==> src/rtl/ring_pkg.sv <==
package ring_pkg;
  localparam int HDR_BYTES = 4;
  localparam int MIN_FRAME = 64;

  typedef enum logic [1:0] {
    ST_IDLE = 2'd0,
    ST_RECV = 2'd1,
    ST_DROP = 2'd2,
    ST_HDR  = 2'd3
  } ring_state_t;
endpackage

==> src/rtl/ring_page_step.sv <==
module ring_page_step #(
  parameter int PW = 8
) (
  input  logic [PW-1:0] pg,
  input  logic [PW-1:0] first,
  input  logic [PW-1:0] limit,
  output logic [PW-1:0] nxt
);
  logic [PW-1:0] inc;
  always_comb begin
    inc = pg + 1'b1;
    nxt = (inc == limit) ? first : inc;
  end
endmodule

==> src/rtl/ring_hdr_mux.sv <==
module ring_hdr_mux #(
  parameter int PW = 8,
  parameter int LW = 16
) (
  input  logic [1:0]    idx,
  input  logic [7:0]    stat,
  input  logic [PW-1:0] nxt,
  input  logic [LW-1:0] len,
  output logic [7:0]    byte_o
);
  always_comb begin
    case (idx)
      2'd0:    byte_o = stat;
      2'd1:    byte_o = 8'(nxt);
      2'd2:    byte_o = len[7:0];
      default: byte_o = len[15:8];
    endcase
  end
endmodule

==> src/rtl/ring_wr_port.sv <==
module ring_wr_port #(
  parameter int AW = 16
) (
  input  logic          clk,
  input  logic          rst,
  input  logic          req_we,
  input  logic [AW-1:0] req_addr,
  input  logic [7:0]    req_data,
  output logic          we,
  output logic [AW-1:0] addr,
  output logic [7:0]    wdata
);
  always_ff @(posedge clk) begin
    if (rst) begin
      we    <= 1'b0;
      addr  <= '0;
      wdata <= '0;
    end else begin
      we    <= req_we;
      addr  <= req_addr;
      wdata <= req_data;
    end
  end
endmodule

==> src/rtl/rx_page_ring.sv <==
module rx_page_ring
  import ring_pkg::*;
#(
  parameter int PW = 8,
  parameter int OW = 8,
  parameter int LW = 16
) (
  input  logic          clk,
  input  logic          rst,
  input  logic [PW-1:0] ring_first,
  input  logic [PW-1:0] ring_limit,
  input  logic [PW-1:0] host_bound,
  input  logic          save_bad,
  input  logic          in_valid,
  input  logic [7:0]    in_byte,
  input  logic          in_last,
  input  logic [2:0]    in_err,
  input  logic          ovw_clr,
  output logic          mem_we,
  output logic [PW+OW-1:0] mem_addr,
  output logic [7:0]    mem_wdata,
  output logic [PW-1:0] cur_page,
  output logic          frame_done,
  output logic          ovw_flag
);
  localparam int AW = PW + OW;
  localparam logic [OW-1:0] OFF_FIRST = OW'(HDR_BYTES);
  localparam logic [OW-1:0] OFF_END   = {OW{1'b1}};
  localparam logic [LW-1:0] LEN_MIN   = LW'(MIN_FRAME);

  ring_state_t   state;
  logic [PW-1:0] cur_q, ptr_pg, hdr_next, step_pg;
  logic [OW-1:0] ptr_off;
  logic [LW-1:0] len_cnt, hdr_len, len_n;
  logic [7:0]    hdr_stat, hdr_byte;
  logic [1:0]    hdr_idx;
  logic          done_q, ovw_q;
  logic          req_we;
  logic [AW-1:0] req_addr;
  logic [7:0]    req_data;
  logic          crossing, overrun, keep;

  ring_page_step #(.PW(PW)) u_step (
    .pg(ptr_pg), .first(ring_first), .limit(ring_limit), .nxt(step_pg)
  );

  ring_hdr_mux #(.PW(PW), .LW(LW)) u_hdr (
    .idx(hdr_idx), .stat(hdr_stat), .nxt(hdr_next), .len(hdr_len), .byte_o(hdr_byte)
  );

  ring_wr_port #(.AW(AW)) u_port (
    .clk(clk), .rst(rst), .req_we(req_we), .req_addr(req_addr), .req_data(req_data),
    .we(mem_we), .addr(mem_addr), .wdata(mem_wdata)
  );

  always_comb begin
    len_n    = len_cnt + 1'b1;
    crossing = (ptr_off == OFF_END);
    overrun  = crossing && (step_pg == host_bound);
    keep     = (len_n >= LEN_MIN) && ((in_err == 3'b000) || save_bad);
    req_we   = 1'b0;
    req_addr = {ptr_pg, ptr_off};
    req_data = in_byte;
    case (state)
      ST_IDLE: begin
        req_we   = in_valid && !ovw_q;
        req_addr = {cur_q, OFF_FIRST};
      end
      ST_RECV: req_we = in_valid;
      ST_HDR: begin
        req_we   = 1'b1;
        req_addr = {cur_q, OW'(hdr_idx)};
        req_data = hdr_byte;
      end
      default: req_we = 1'b0;
    endcase
  end

  always_ff @(posedge clk) begin
    if (rst) begin
      state    <= ST_IDLE;
      cur_q    <= ring_first;
      ptr_pg   <= ring_first;
      ptr_off  <= OFF_FIRST;
      len_cnt  <= '0;
      hdr_len  <= '0;
      hdr_stat <= '0;
      hdr_next <= ring_first;
      hdr_idx  <= '0;
      done_q   <= 1'b0;
      ovw_q    <= 1'b0;
    end else begin
      done_q <= 1'b0;
      if (ovw_clr) ovw_q <= 1'b0;
      case (state)
        ST_IDLE: begin
          if (in_valid) begin
            if (ovw_q) begin
              if (!in_last) state <= ST_DROP;
            end else begin
              ptr_pg  <= cur_q;
              ptr_off <= OFF_FIRST + 1'b1;
              len_cnt <= LW'(1);
              if (!in_last) state <= ST_RECV;
            end
          end
        end
        ST_RECV: begin
          if (in_valid) begin
            len_cnt <= len_n;
            if (crossing) begin
              ptr_pg  <= step_pg;
              ptr_off <= '0;
            end else begin
              ptr_off <= ptr_off + 1'b1;
            end
            if (overrun) begin
              ovw_q <= 1'b1;
              state <= in_last ? ST_IDLE : ST_DROP;
            end else if (in_last) begin
              hdr_stat <= {4'b0000, in_err, (in_err == 3'b000)};
              hdr_next <= step_pg;
              hdr_len  <= len_n;
              hdr_idx  <= '0;
              state    <= keep ? ST_HDR : ST_IDLE;
            end
          end
        end
        ST_DROP: begin
          if (in_valid && in_last) state <= ST_IDLE;
        end
        default: begin
          hdr_idx <= hdr_idx + 1'b1;
          if (hdr_idx == 2'd3) begin
            cur_q  <= hdr_next;
            done_q <= 1'b1;
            state  <= ST_IDLE;
          end
        end
      endcase
    end
  end

  assign cur_page   = cur_q;
  assign frame_done = done_q;
  assign ovw_flag   = ovw_q;

  AST_CUR_ONLY_ON_DONE: assert property (@(posedge clk) disable iff (rst)
    !$stable(cur_page) |-> frame_done);
  AST_DONE_ONE_CYCLE: assert property (@(posedge clk) disable iff (rst)
    frame_done |=> !frame_done);
  AST_WRITE_IN_RING: assert property (@(posedge clk) disable iff (rst)
    (mem_we && (ring_first < ring_limit)) |->
      ((mem_addr[AW-1:OW] >= ring_first) && (mem_addr[AW-1:OW] < ring_limit)));
  AST_OVW_STICKY: assert property (@(posedge clk) disable iff (rst)
    (ovw_flag && !ovw_clr) |=> ovw_flag);
  AST_SILENT_WHILE_OVW: assert property (@(posedge clk) disable iff (rst)
    $past(ovw_q) |-> !mem_we);
  AST_NEXT_IN_RING: assert property (@(posedge clk) disable iff (rst)
    (frame_done && (ring_first < ring_limit)) |->
      ((cur_page >= ring_first) && (cur_page < ring_limit)));
endmodule

==> config.mk <==
export PLATFORM = sky130hd
export DESIGN_NAME = rx_page_ring
export DESIGN_NICKNAME = d
export VERILOG_FILES = /design/src/rtl/ring_pkg.sv /design/src/rtl/ring_page_step.sv /design/src/rtl/ring_hdr_mux.sv /design/src/rtl/ring_wr_port.sv /design/src/rtl/rx_page_ring.sv
export SDC_FILE = /design/constraint.sdc
export NUM_CORES = 1
export LEC_CHECK = 0
export ABC_AREA = 1
export BUFFER_PORTS_ARGS = -buffer_cell sky130_fd_sc_hd__buf_2
export CORE_MARGIN = 1.5
export CORE_UTILIZATION = 26
export CTS_BUF_LIST = sky130_fd_sc_hd__clkbuf_2 sky130_fd_sc_hd__clkbuf_4 sky130_fd_sc_hd__clkbuf_8
export DETAILED_ROUTE_END_ITERATION = 10
export PLACE_DENSITY = 0.43
export SLEW_MARGIN = 5
export SYNTH_ARGS = -nofsm -noshare
export SYNTH_HDL_FRONTEND = slang
export SYNTH_HIERARCHICAL = 1
export SYNTH_SLANG_ARGS = --single-unit
export TNS_END_PERCENT = 10
==> constraint.sdc <==
create_clock -name clk -period 5.7 [get_ports clk]
set_input_delay 1.14 -clock clk [delete_from_list [all_inputs] [get_ports clk]]
set_output_delay 1.14 -clock clk [all_outputs]
set_load 0.02 [all_outputs]
Yosys cells after proc, flatten, opt, wreduce, memory -nomap -nowiden --
Cells that the tools add are included.
Operators by class: magnitude comparators 1, divide/modulo/power cells 0, muxes and demuxes 49, shifts and indexed selects 0, multipliers 0, $add $sub $neg 4, reduce and logical (&&, ||, !) cells 26, bitwise gates (word level) 2, equal/unequal tests 23
Operators by type and width (number):
- $mux W8 | 19
- $pmux W16 S2 | 2
- $mux W16 | 3
- $pmux W8 S2 | 2
- $mux W2 | 14
- $pmux W8 S3 | 1
- $add A16 B1 Y16 const B | 1
- $add A8 B1 Y8 const B | 2
- $eq A8 B8 Y1 | 2
- $ge A16 B7 Y1 const B | 1
- $ne A2 B2 Y1 const B | 8
- $reduce_and A4 Y1 | 4
- $ne A3 B3 Y1 const B | 5
- $reduce_bool A2 Y1 | 5
- $eq A2 B2 Y1 const B | 4
- $eq A8 B8 Y1 const B | 1
- $pmux W2 S3 | 1
- $reduce_and A6 Y1 | 1
- $mux W1 | 5
- $reduce_and A5 Y1 | 1
- $eq A2 B1 Y1 const B | 2
- $logic_and A1 B1 Y1 | 4
- $logic_not A2 Y1 | 2
- $pmux W2 S2 | 1
- 13 further kinds | 14
Word-level totals: word-level logic and storage cells 119, latch bits 0, output and inout bits 35, RAM bits 0, ROM bits 0, bits of input ports 41, memories kept 0, register bits after elaboration 99

Longest topological paths before layout --
Gate-level depths: netlist (run 1).
depth after elaboration 9, depth in mapped cells 21, mapped depth without buffers 21

By module --
Netlist (run 1), hierarchy kept.
Modules (own cells, without submodules):
- rx_page_ring | area an instance 3903.7 um2, instances 1, seq. area each 1721.7 um2, cells an instance 546
- ring_wr_port | area an instance 724.4 um2, instances 1, seq. area each 500.5 um2, cells an instance 78
- ring_page_step | area an instance 604.3 um2, instances 1, seq. area each 0.0 um2, cells an instance 118
- ring_hdr_mux | area an instance 264.0 um2, instances 1, seq. area each 0.0 um2, cells an instance 47

Least setup slack after synthesis (run 1) --
Ideal clock, no wire load.
kind input-to-reg, start point input ring_limit[1], end point register hdr_next[0] (enable), setup slack 2608 ps, buffers on the path 1, stages 14, library setup time 301 ps, data required time 5399 ps, data arrival time 2790 ps, cells stage by stage xnor2_1 -> nand2_1 -> nor2_1 -> nand3_1 -> nor2_4 -> nand3_1 -> nand2_1 -> xnor2_1 -> nand2_1 -> nor2_1 -> nand3_4 -> nand3_4 -> buf_6 -> nand2_1
On the way: cells in the longest elaborated chain, start to end 6
RTL lines:
- start, declared | RTL line rx_page_ring.sv:11 | input logic [PW-1:0] ring_limit,
- $eq A8 B8 Y1 | RTL line ring_page_step.sv:12 | nxt = (inc == limit) ? first : inc;
- $mux W8 | RTL line ring_page_step.sv:12
- net step_pg[0] | RTL line rx_page_ring.sv:32 | logic [PW-1:0] cur_q, ptr_pg, hdr_next, step_pg;
- $eq A8 B8 Y1 | RTL line rx_page_ring.sv:59 | overrun = crossing && (step_pg == host_bound);
- $logic_and A1 B1 Y1 | RTL line rx_page_ring.sv:59
- $ne A2 B2 Y1 (no line)
- $reduce_and A4 Y1 (no line)
- end signal, assigned | RTL line rx_page_ring.sv:88 | hdr_next <= ring_first;
- end signal, assigned | RTL line rx_page_ring.sv:122 | hdr_next <= step_pg;
- end, declared | RTL line rx_page_ring.sv:32
The timed path passes the listed nets, and every way through them passes these cells. A chain may end at the register's enable or synchronous reset.

Worst setup path after layout (run 1) --
start point register ptr_pg[0], end point register hdr_next[1] (enable)
On the way: cells in the longest elaborated chain, start to end 7
RTL lines:
- start, declared | RTL line rx_page_ring.sv:32
- start signal, assigned | RTL line rx_page_ring.sv:83 | ptr_pg <= ring_first;
- start signal, assigned | RTL line rx_page_ring.sv:101 | ptr_pg <= cur_q;
- start signal, assigned | RTL line rx_page_ring.sv:112 | ptr_pg <= step_pg;
- $add A8 B1 Y8 * | RTL line ring_page_step.sv:11 | inc = pg + 1'b1;
- $eq A8 B8 Y1 | RTL line ring_page_step.sv:12
- $mux W8 * | RTL line ring_page_step.sv:12
- net step_pg[0] | RTL line rx_page_ring.sv:32
- $eq A8 B8 Y1 * | RTL line rx_page_ring.sv:59
- $logic_and A1 B1 Y1 * | RTL line rx_page_ring.sv:59
- $ne A2 B2 Y1 (no line) *
- $reduce_and A4 Y1 (no line) *
The timed path passes the listed nets; every way through them passes the cells marked *.

==> results by stage, run 1 <==
Global route:
- The first-pass GRT wire length is 25400 µm.
- The number of antenna violations at the first check in global routing is 0.
- In the global route stage, overall resource usage came out at 14.9%.
- The maximum number of pins on one net before global-route repair is 74.
- The total overflow reported by the global router is 0.
- The via count of the first global-routing pass is 4769.

Detailed routing:
- The uppermost metal layer occupied by signal nets is met4.
- The detail route stage leaves a number of antenna-violating nets equal to 0.
- After detailed routing, the number of vias per cell comes to 4.44.
- The first-pass iteration count of the detailed router is 5.
- The detailed router placed 5032 vias in this run.
- The remaining design rule violation count is 0.
- In this run, the number of DRC markers left after iteration 0 of detailed routing was 321.
- The routed wire length on met2 is 7510 µm.
- The final routed wire length divided by cell count is 14.1 µm.
- The sum of met3 wire segment lengths after detailed routing is 572 µm.
- The final layout contains routed wiring with a total length of 16000 µm.
- The wire length the detailed router placed on met1 is 7650 µm.

Synth:
- Of all flip-flops after synthesis, the portion carrying an async set or reset was 0%.
- Counting distinct cell types in the post-synthesis netlist gives 42.
- In this run, synthesis produced a sequential element count of 99.
- The average size of a mapped cell is 6.97 µm².
- The most instantiated flip-flop cell in the synthesis netlist is dfxtp_1.
- The synthesized netlist occupies a cell area of 0.00550 mm².
- During synthesis, Yosys emitted a total of 6 warnings.
- The number of flops mapped to enable cells by yosys is 24.
- The synthesized netlist cell count is 789.
- The share of synthesized area occupied by flip-flops and latches is 40.4%.

Critical path:
- The critical path ends at hdr_next[1].
- The worst setup slack for register-to-register paths is 2.31 ns.
- Together, buffers and inverters on the worst path number 1.
- The largest single stage delay on the critical path is 0.52 ns.
- The path length in cells of the critical path is 18.
- The worst register-to-register path ends at hdr_next[1].
- At the worst endpoint, the arrival time is 3.46 ns.
- The worst flop-to-flop path startpoint is ptr_pg[0].
- The critical path required time is 5.77 ns.
- The critical path launch point is ptr_pg[0].
- Among the stages of the critical path, the cell type that occurs most often is nand2_1.
- The cell family contributing the most delay on the critical path is simple AND/OR/NAND/NOR gates.
- The setup path with the least slack is of type flop to flop.
- Along the worst path, the maximum fanout reaches 23.
- The cell with the largest stage delay on the worst path is edfxtp_1.
- STA classifies the critical path endpoint as a flop.
- The path depth of the worst reg2reg path is 18.
- STA classifies the critical path startpoint as a flop.
- The signal on the critical path passes through ha_1 -> nand2_1 -> inv_1 -> nand2_1 -> nand2_1 -> nand2_1 -> nand2_1 -> nor2_2 -> nand2_2 -> nor2_8 -> nand3_1 -> nand2_1 -> xnor2_1 -> nand2_1 -> nor2_1 -> nand3_4 -> nand3_4 -> nand2_1.

Power:
- The share of total power dissipated in the clock network is 24.4%.
- Overall power consumption after layout is estimated at 2.17 mW.
- The switching share of power is 39.9%.
- The net switching power is 0.865 mW.
- The total leakage power is 2.87 nW.
- The ratio of total power to cell area is 344 mW/mm².
- The worst supply voltage drop on vdd is 110 µV.
- The sequential fraction of design power is 41.5%.
- Combinational logic is responsible for 34.1% of the overall power.
- The internal power of the cells totals 1.30 mW.

Clocking:
- TritonCTS built the clock tree.
- The H-tree depth is 3.
- After clock tree synthesis, the clock-pin slew on the worst setup and hold paths is 0.10 ns.
- The post-CTS repair timing setup buffer count is 0.
- In this run, post-CTS hold repair placed 0 buffers.
- The cell sitting at the root of the clock tree is a clkbuf_8.
- The later pin in the worst-skew pair is clocked with a latency of 0.39 ns.
- The clock tree buffer depth is 2.
- The clock sink total is 99.
- The number of CTS-inserted buffers is 9.
- Once the clock tree was built, the resizer swapped 0 gates to a different size.

Floorplan:
- The die height is 148 µm.
- The floorplan step set the die width to 148 µm.
- The floorplan has 53 rows.
- Once the floorplan was initialized, standard cells occupied 26.3% of the core.
- The die covers 0.0220 mm².
- The core outline area is 0.0209 mm².
- The total I/O pin count is 76.

Layout:
- The antenna diode count is 0.
- The filler cells instantiated in the layout total 2334.
- The number of standard cells in the final layout excluding fillers is 1134.
- At the end of the flow the core is filled with cells to 30.2%.
- The count of nets after finishing is 904.
- With fillers left out, the area of the finished cells amounts to 0.00630 mm².
- Cells with a size suffix above 1 make up 14.3% of the layout.
- Compared with the post-synthesis result, the final layout area differs by 14.6%.

Status:
- The run finished with clean final reports.

Placement:
- At the end of routability-driven placement, the weighted congestion stood at 0.801.
- Summing all placed instances gives a cell area of 0.00607 mm².
- The number of buffers inserted by port buffering is 75.
- Before CTS, the worst setup slack after placement is 2.10 ns.
- The cell total after placement is 1118.
- Detailed placement finished with a half-perimeter wire length of 12000 µm.

Worst hold path:
- The path class of the tightest hold or removal check is flop to flop.
- The launch instance of the worst min-delay path is hdr_len[1].

STA:
- The hold violation count in the final report is 0.
- The setup TNS is 0 ns.
- Setup repair after global routing left no endpoint under its margin.
- At the pin with the least slew margin, the transition time is 0.926 ns.
- Static timing analysis puts the maximum clock frequency at 0.295 GHz.
- The final number of setup-violating endpoints is 0.
- On the final layout, the worst clock skew is 0.0165 ns.
- The worst relative slew slack is 38.1%.
- The ratio of final minimum period to clock period is 59.5%.
- The shortest period the worst path allows is 3.39 ns.
- The worst hold margin is 0.479 ns.
- The final worst-path setup slack is 2.31 ns.
- The total count of max-transition violations in the final report came to 0.

Flow run:
- The tool flagged a number of max-cap violations equal to 0.
## worst register-to-register path: cells and delay by family, from the launching register on
family                   cells  cell delay, ns
buffers and inverters        1            0.11
XOR/XNOR                     1            0.13
flip-flops                   1            0.52
adder cells (fa/ha/maj)      1            0.31
AND/OR/NAND/NOR             15            2.01
## kinds of logic (layout without fill, tap and decap cells)
logic type	Yosys count	in the layout	synth area share, %
AO/OA/AOI/OAI	82	82	7.88
XOR/XNOR	16	16	2.55
adder cells (fa/ha/maj)	9	9	2.05
buffers and inverters	118	185	9.45
flip-flops	99	99	40.4
other	1	4	0.0682
AND/OR/NAND/NOR	464	464	37.6
## cell usage in the layout (no fill, tap or decap), types with 4 or more instances in the layout
cell type | Yosys | routed
xnor2_1 | 11 | 11
edfxtp_1 | 24 | 24
nor2_4 | 5 | 5
clkbuf_8 | 0 | 10
nor2_2 | 4 | 4
conb_1 | 1 | 4
nand4_1 | 15 | 15
nor2_1 | 68 | 68
nand2_1 | 267 | 267
inv_2 | 6 | 6
dfxtp_1 | 75 | 75
ha_1 | 9 | 9
a21oi_1 | 45 | 45
nand3_1 | 82 | 82
inv_1 | 84 | 84
o21ai_0 | 27 | 27
xor2_1 | 5 | 5
buf_2 | 1 | 75
## area by class of cell
class	count	area [µm²]	area share [%]
well taps	275	344	5.46
repair buffers	78	398	6.32
flip-flops and latches	99	2220	35.3
clock buffers	11	145	2.30
multi-input cells	575	2770	43.9
inverters	91	342	5.42
clock inverters	5	82.6	1.31
## cell usage after synthesis, types with 2 or more instances
master    number  area, µm²
and3_1         2       12.5
xor2_1         5       43.8
clkbuf_1      15       56.3
inv_1         84        315
nor2_4         5       56.3
nand2_4        2       22.5
nor3b_1        3       22.5
a21oi_1       45        225
nand3_1       82        410
dfxtp_1       75       1500
nor2_2         4       25.0
nand4_1       15       93.8
edfxtp_1      24        721
a211oi_1       2       15.0
nand2_1      267       1000
o21ai_0       27        135
ha_1           9        113
nand3_2        2       20.0
nand2_2        3       18.8
xnor2_1       11       96.3
nor2_1        68        255
o21ai_1        2       10.0
inv_2          6       22.5
buf_6         10        113
o211ai_1       2       15.0
nand3_4        3       52.6
## metal layers
layer / up-vias / GRT usage, %
met5: - / 0
met4: 0 / 4.31
met3: 17 / 2.85
met2: 93 / 24.4
met1: 2277 / 20.0
li1: 2645 / -
## power by group through the flow
stage          combinational (mW)  sequential [mW]  clock [mW]
2_1_floorplan               0.536            0.915           0
3_3_place_gp                0.745            0.918           0
3_5_place_dp                0.741            0.917           0
4_1_cts                     0.743            0.901       0.547
5_1_grt                     0.848            0.913       0.572
6_report                    0.740            0.901       0.529
## state kept, by name (all words and copies together), names as in the netlist
signal / flops
u_port/addr: 16
len_cnt: 16
ptr_pg: 8
u_port/we: 1
ptr_off: 8
state: 2
hdr_len: 16
hdr_next: 8
ovw_flag: 1
frame_done: 1
cur_page: 8
u_port/wdata: 8
hdr_stat: 4
hdr_idx: 2
## worst min-delay path by stage
| stage | to | slack (ns) | cells past startpoint |
|---|---|---|---|
| floorplan | hdr_stat[1] | 0.44 | 2 |
| global placement | hdr_len[0] | 0.46 | 2 |
| detailed placement | hdr_len[0] | 0.46 | 2 |
| CTS | hdr_len[0] | 0.48 | 2 |
| global route | hdr_len[2] | 0.51 | 2 |
| finish | hdr_len[1] | 0.48 | 2 |
No activity file was read; power rests on OpenSTA's default activity.
==> run 2, diff against run 1 <==
- clock period: 5.7 -> 3.44 ns (I/O delays scaled with it)
==> results by stage, run 2 (synthesis results as in run 1) <==
Critical path:
- The data arrival time of the critical path came to 3.47 ns (about the same).
- The kind of end point of the critical path is a flop.
- The worst register-to-register path ends at hdr_len[14].
- The path depth of the worst reg2reg path is 19 (+1).
- The highest net fanout along the worst path came to 23 (unchanged).
- STA classifies the critical path startpoint as a flop.
- The critical path required time is 3.73 ns (-2.04 ns).
- The class of the most critical setup path is flop to flop.
- The worst register-to-register path begins at ptr_pg[1].
- The worst setup slack for register-to-register paths is 0.26 ns (-2.05 ns).

STA:
- The final worst clock skew is 0.0158 ns (-0.000691 ns).
- The transition time at the pin with the least slew margin is 0.791 ns (-0.136 ns).
- The hold violation count in the final report is 0 (unchanged).
- The setup TNS is 0 ns (unchanged).
- The final worst-path setup slack was 0.258 ns (-2.05 ns).
- The worst hold margin is 0.474 ns (-0.00563 ns).
- The total count of max-transition violations in the final report was 0 (unchanged).
- The shortest period the worst path allows came to 3.18 ns (-0.211 ns).
- The ratio of final minimum period to clock period is 92.5% (+33 points).
- The maximum operating frequency is 0.314 GHz (+6.6%).
- Setup repair after global routing could not meet its margin everywhere.
- The final number of setup-violating endpoints is 0 (unchanged).
- The worst relative slew slack is 47.3% (+9.2 points).

Layout:
- The final design utilization is 30.1% (about the same).
- The sequential cell area is 0.00222 mm² (unchanged).
- The most common library cell in the layout ignoring fill and taps is nand2_1.
- The count of nets after finishing is 909 (+0.55%).
- The share of post-route cells with drive strength above 1 was 15.0% (+0.73 points).
- The number of standard cells in the final layout excluding fillers is 1139 (+0.44%).
- The finished layout cell area is 0.00629 mm² (about the same).
- The signed area change from the synthesized netlist to the final layout is 14.5% (about the same).
- The library cells used most frequently in the layout, excluding fill and tap cells, are nand2_1, inv_1, nand3_1.
- The largest registers in the layout are hdr_len (16), len_cnt (16), u_port/addr (16).
- The antenna diode count is 0 (unchanged).
- The number of filler instances in the final layout is 2361 (+1.2%).
- The area taken by multi-input logic gates is 0.00277 mm² (+0.18%).

Worst hold path:
- In this run the most critical hold path is launched from hdr_stat[1].
- The class of the most critical hold timing path is flop to flop.
- The hold path endpoint is hdr_stat[1].
- The cell count of the worst hold path is 2 (unchanged).

Global route:
- The number of antenna violations at the first check in global routing came to 0 (unchanged).
- The maximum number of pins on one net before global-route repair is 74 (unchanged).
- The aggregate global-route resource usage was 15.0% (+0.050 points).
- The total overflow reported by the global router is 0 (unchanged).
- The first-pass GRT wire length was 25400 µm (about the same).
- The via count of the first global-routing pass is 4758 (-0.23%).

Floorplan:
- The total I/O pin count is 76 (unchanged).
- The die height is 148 µm (unchanged).
- The cell row count is 53 (unchanged).
- The starting density of the core is 26.3% (unchanged).
- The core outline area came to 0.0209 mm² (unchanged).
- The floorplan die area came to 0.0220 mm² (unchanged).
- The die width is 148 µm (unchanged).

Power:
- The worst supply voltage drop on vdd is 183 µV (+66%).
- The total leakage power is 2.87 nW (about the same).
- The ratio of total power to cell area came to 552 mW/mm² (+60%).
- The total power is 3.48 mW (+60%).

Detailed routing:
- The detailed router's first-iteration violation count came to 213 (-34%).
- The final antenna-violating net count is 0 (unchanged).
- The final routed wire length divided by cell count came to 14.0 µm (-0.86%).
- The via density per instance is 4.36 (-1.7%).
- The total wire length after detailed routing was 15900 µm (-0.43%).
- The first-pass iteration count of the detailed router was 5 (unchanged).
- The remaining design rule violation count is 0 (unchanged).
- The total via count in the routed design is 4967 (-1.3%).

Placement:
- The weighted congestion at the end of routability-driven global placement came to 0.822 (+2.6%).
- The total half-perimeter wirelength after legalization and detailed placement is 12200 µm (+1.7%).
- The cell area after placement came to 0.00611 mm² (+0.62%).
- The number of buffers inserted by port buffering was 75 (unchanged).
- The cell total after placement is 1123 (+0.45%).
- The worst slack at placement came to 0.218 ns (-1.89 ns).

Clocking:
- The TritonCTS clock tree is done.
- The number of CTS-inserted buffers is 9 (unchanged).
- Clock tree synthesis selected as its root buffer the cell clkbuf_8.
- The clock latency of the later-clocked register in the worst-skew pair came to 0.40 ns (about the same).
- The H-tree depth is 3 (unchanged).
- The clock sink total is 99 (unchanged).
- The post-cts hold buffer count is 0 (unchanged).
- The clock tree buffer depth is 2 (unchanged).
- The post-CTS repair timing setup buffer count came to 0 (unchanged).
- The clock-pin slew reported for the worst setup and hold paths after clock tree synthesis came to 0.11 ns (about the same).

Status:
- The run finished with clean final reports.

Flow run:
- The max-capacitance violation count is 0 (unchanged).
-- run 2: worst max path at each step --
stage / start / to / depth (start not counted) / slack, ns
after floorplan: ptr_pg[0] / hdr_next[0] / 19 / 0.68
after global placement: ptr_pg[1] / hdr_next[7] / 17 / 0.26
final: ptr_pg[1] / hdr_len[14] / 19 / 0.26
after CTS: ptr_pg[1] / hdr_next[7] / 17 / 0.19
after detailed placement: ptr_pg[1] / hdr_next[7] / 17 / 0.22
after global routing: ptr_pg[1] / hdr_len[0] / 19 / -0.06
-- run 2: area by class of cell --
| type | instances | area share [%] |
|---|---|---|
| well taps | 275 | 5.47 |
| clock buffers | 9 | 1.97 |
| inverters | 91 | 5.43 |
| repair buffers | 83 | 6.92 |
| flip-flops and latches | 99 | 35.3 |
| multi-input cells | 575 | 44.0 |
| clock inverters | 7 | 0.894 |
-- run 2: worst max-delay path: stages, from the launching register on --
cell and delay (ns):
edfxtp_1 0.46, ha_1 0.25, nand2_1 0.16, inv_1 0.09, nand2_1 0.08, nand2_1 0.07
nand2_1 0.06, nand2_1 0.07, nor2_1 0.21, nand3_4 0.15, nand2_1 0.09, nand2_1 0.12
xnor2_1 0.17, nand2_1 0.07, nor2_1 0.22, nand3_4 0.14, nand3_4 0.23, inv_2 0.21
o21ai_0 0.18, nor2_1 0.05
-- run 2: power breakdown --
group / switching [mW] / internal (mW) / leakage [nW]
Sequential: 0.102 / 1.34 / 0.851
Combinational: 0.897 / 0.396 / 1.93
Clock: 0.464 / 0.275 / 0.0929
Total: 1.46 / 2.01 / 2.87
-- run 2: per-layer routing --
layer	track usage, %	routed length [µm]	vias up
met5	0	0	-
met4	4.50	264	0
met3	2.88	533	16
met2	24.5	7380	77
met1	20.1	7720	2220
li1	-	-	2654
-- run 2: repair_timing --
item	4_1_cts	5_1_grt
endpoints found under the setup margin	0	27
resized for setup	0	2
hold endpoints to repair	0	0
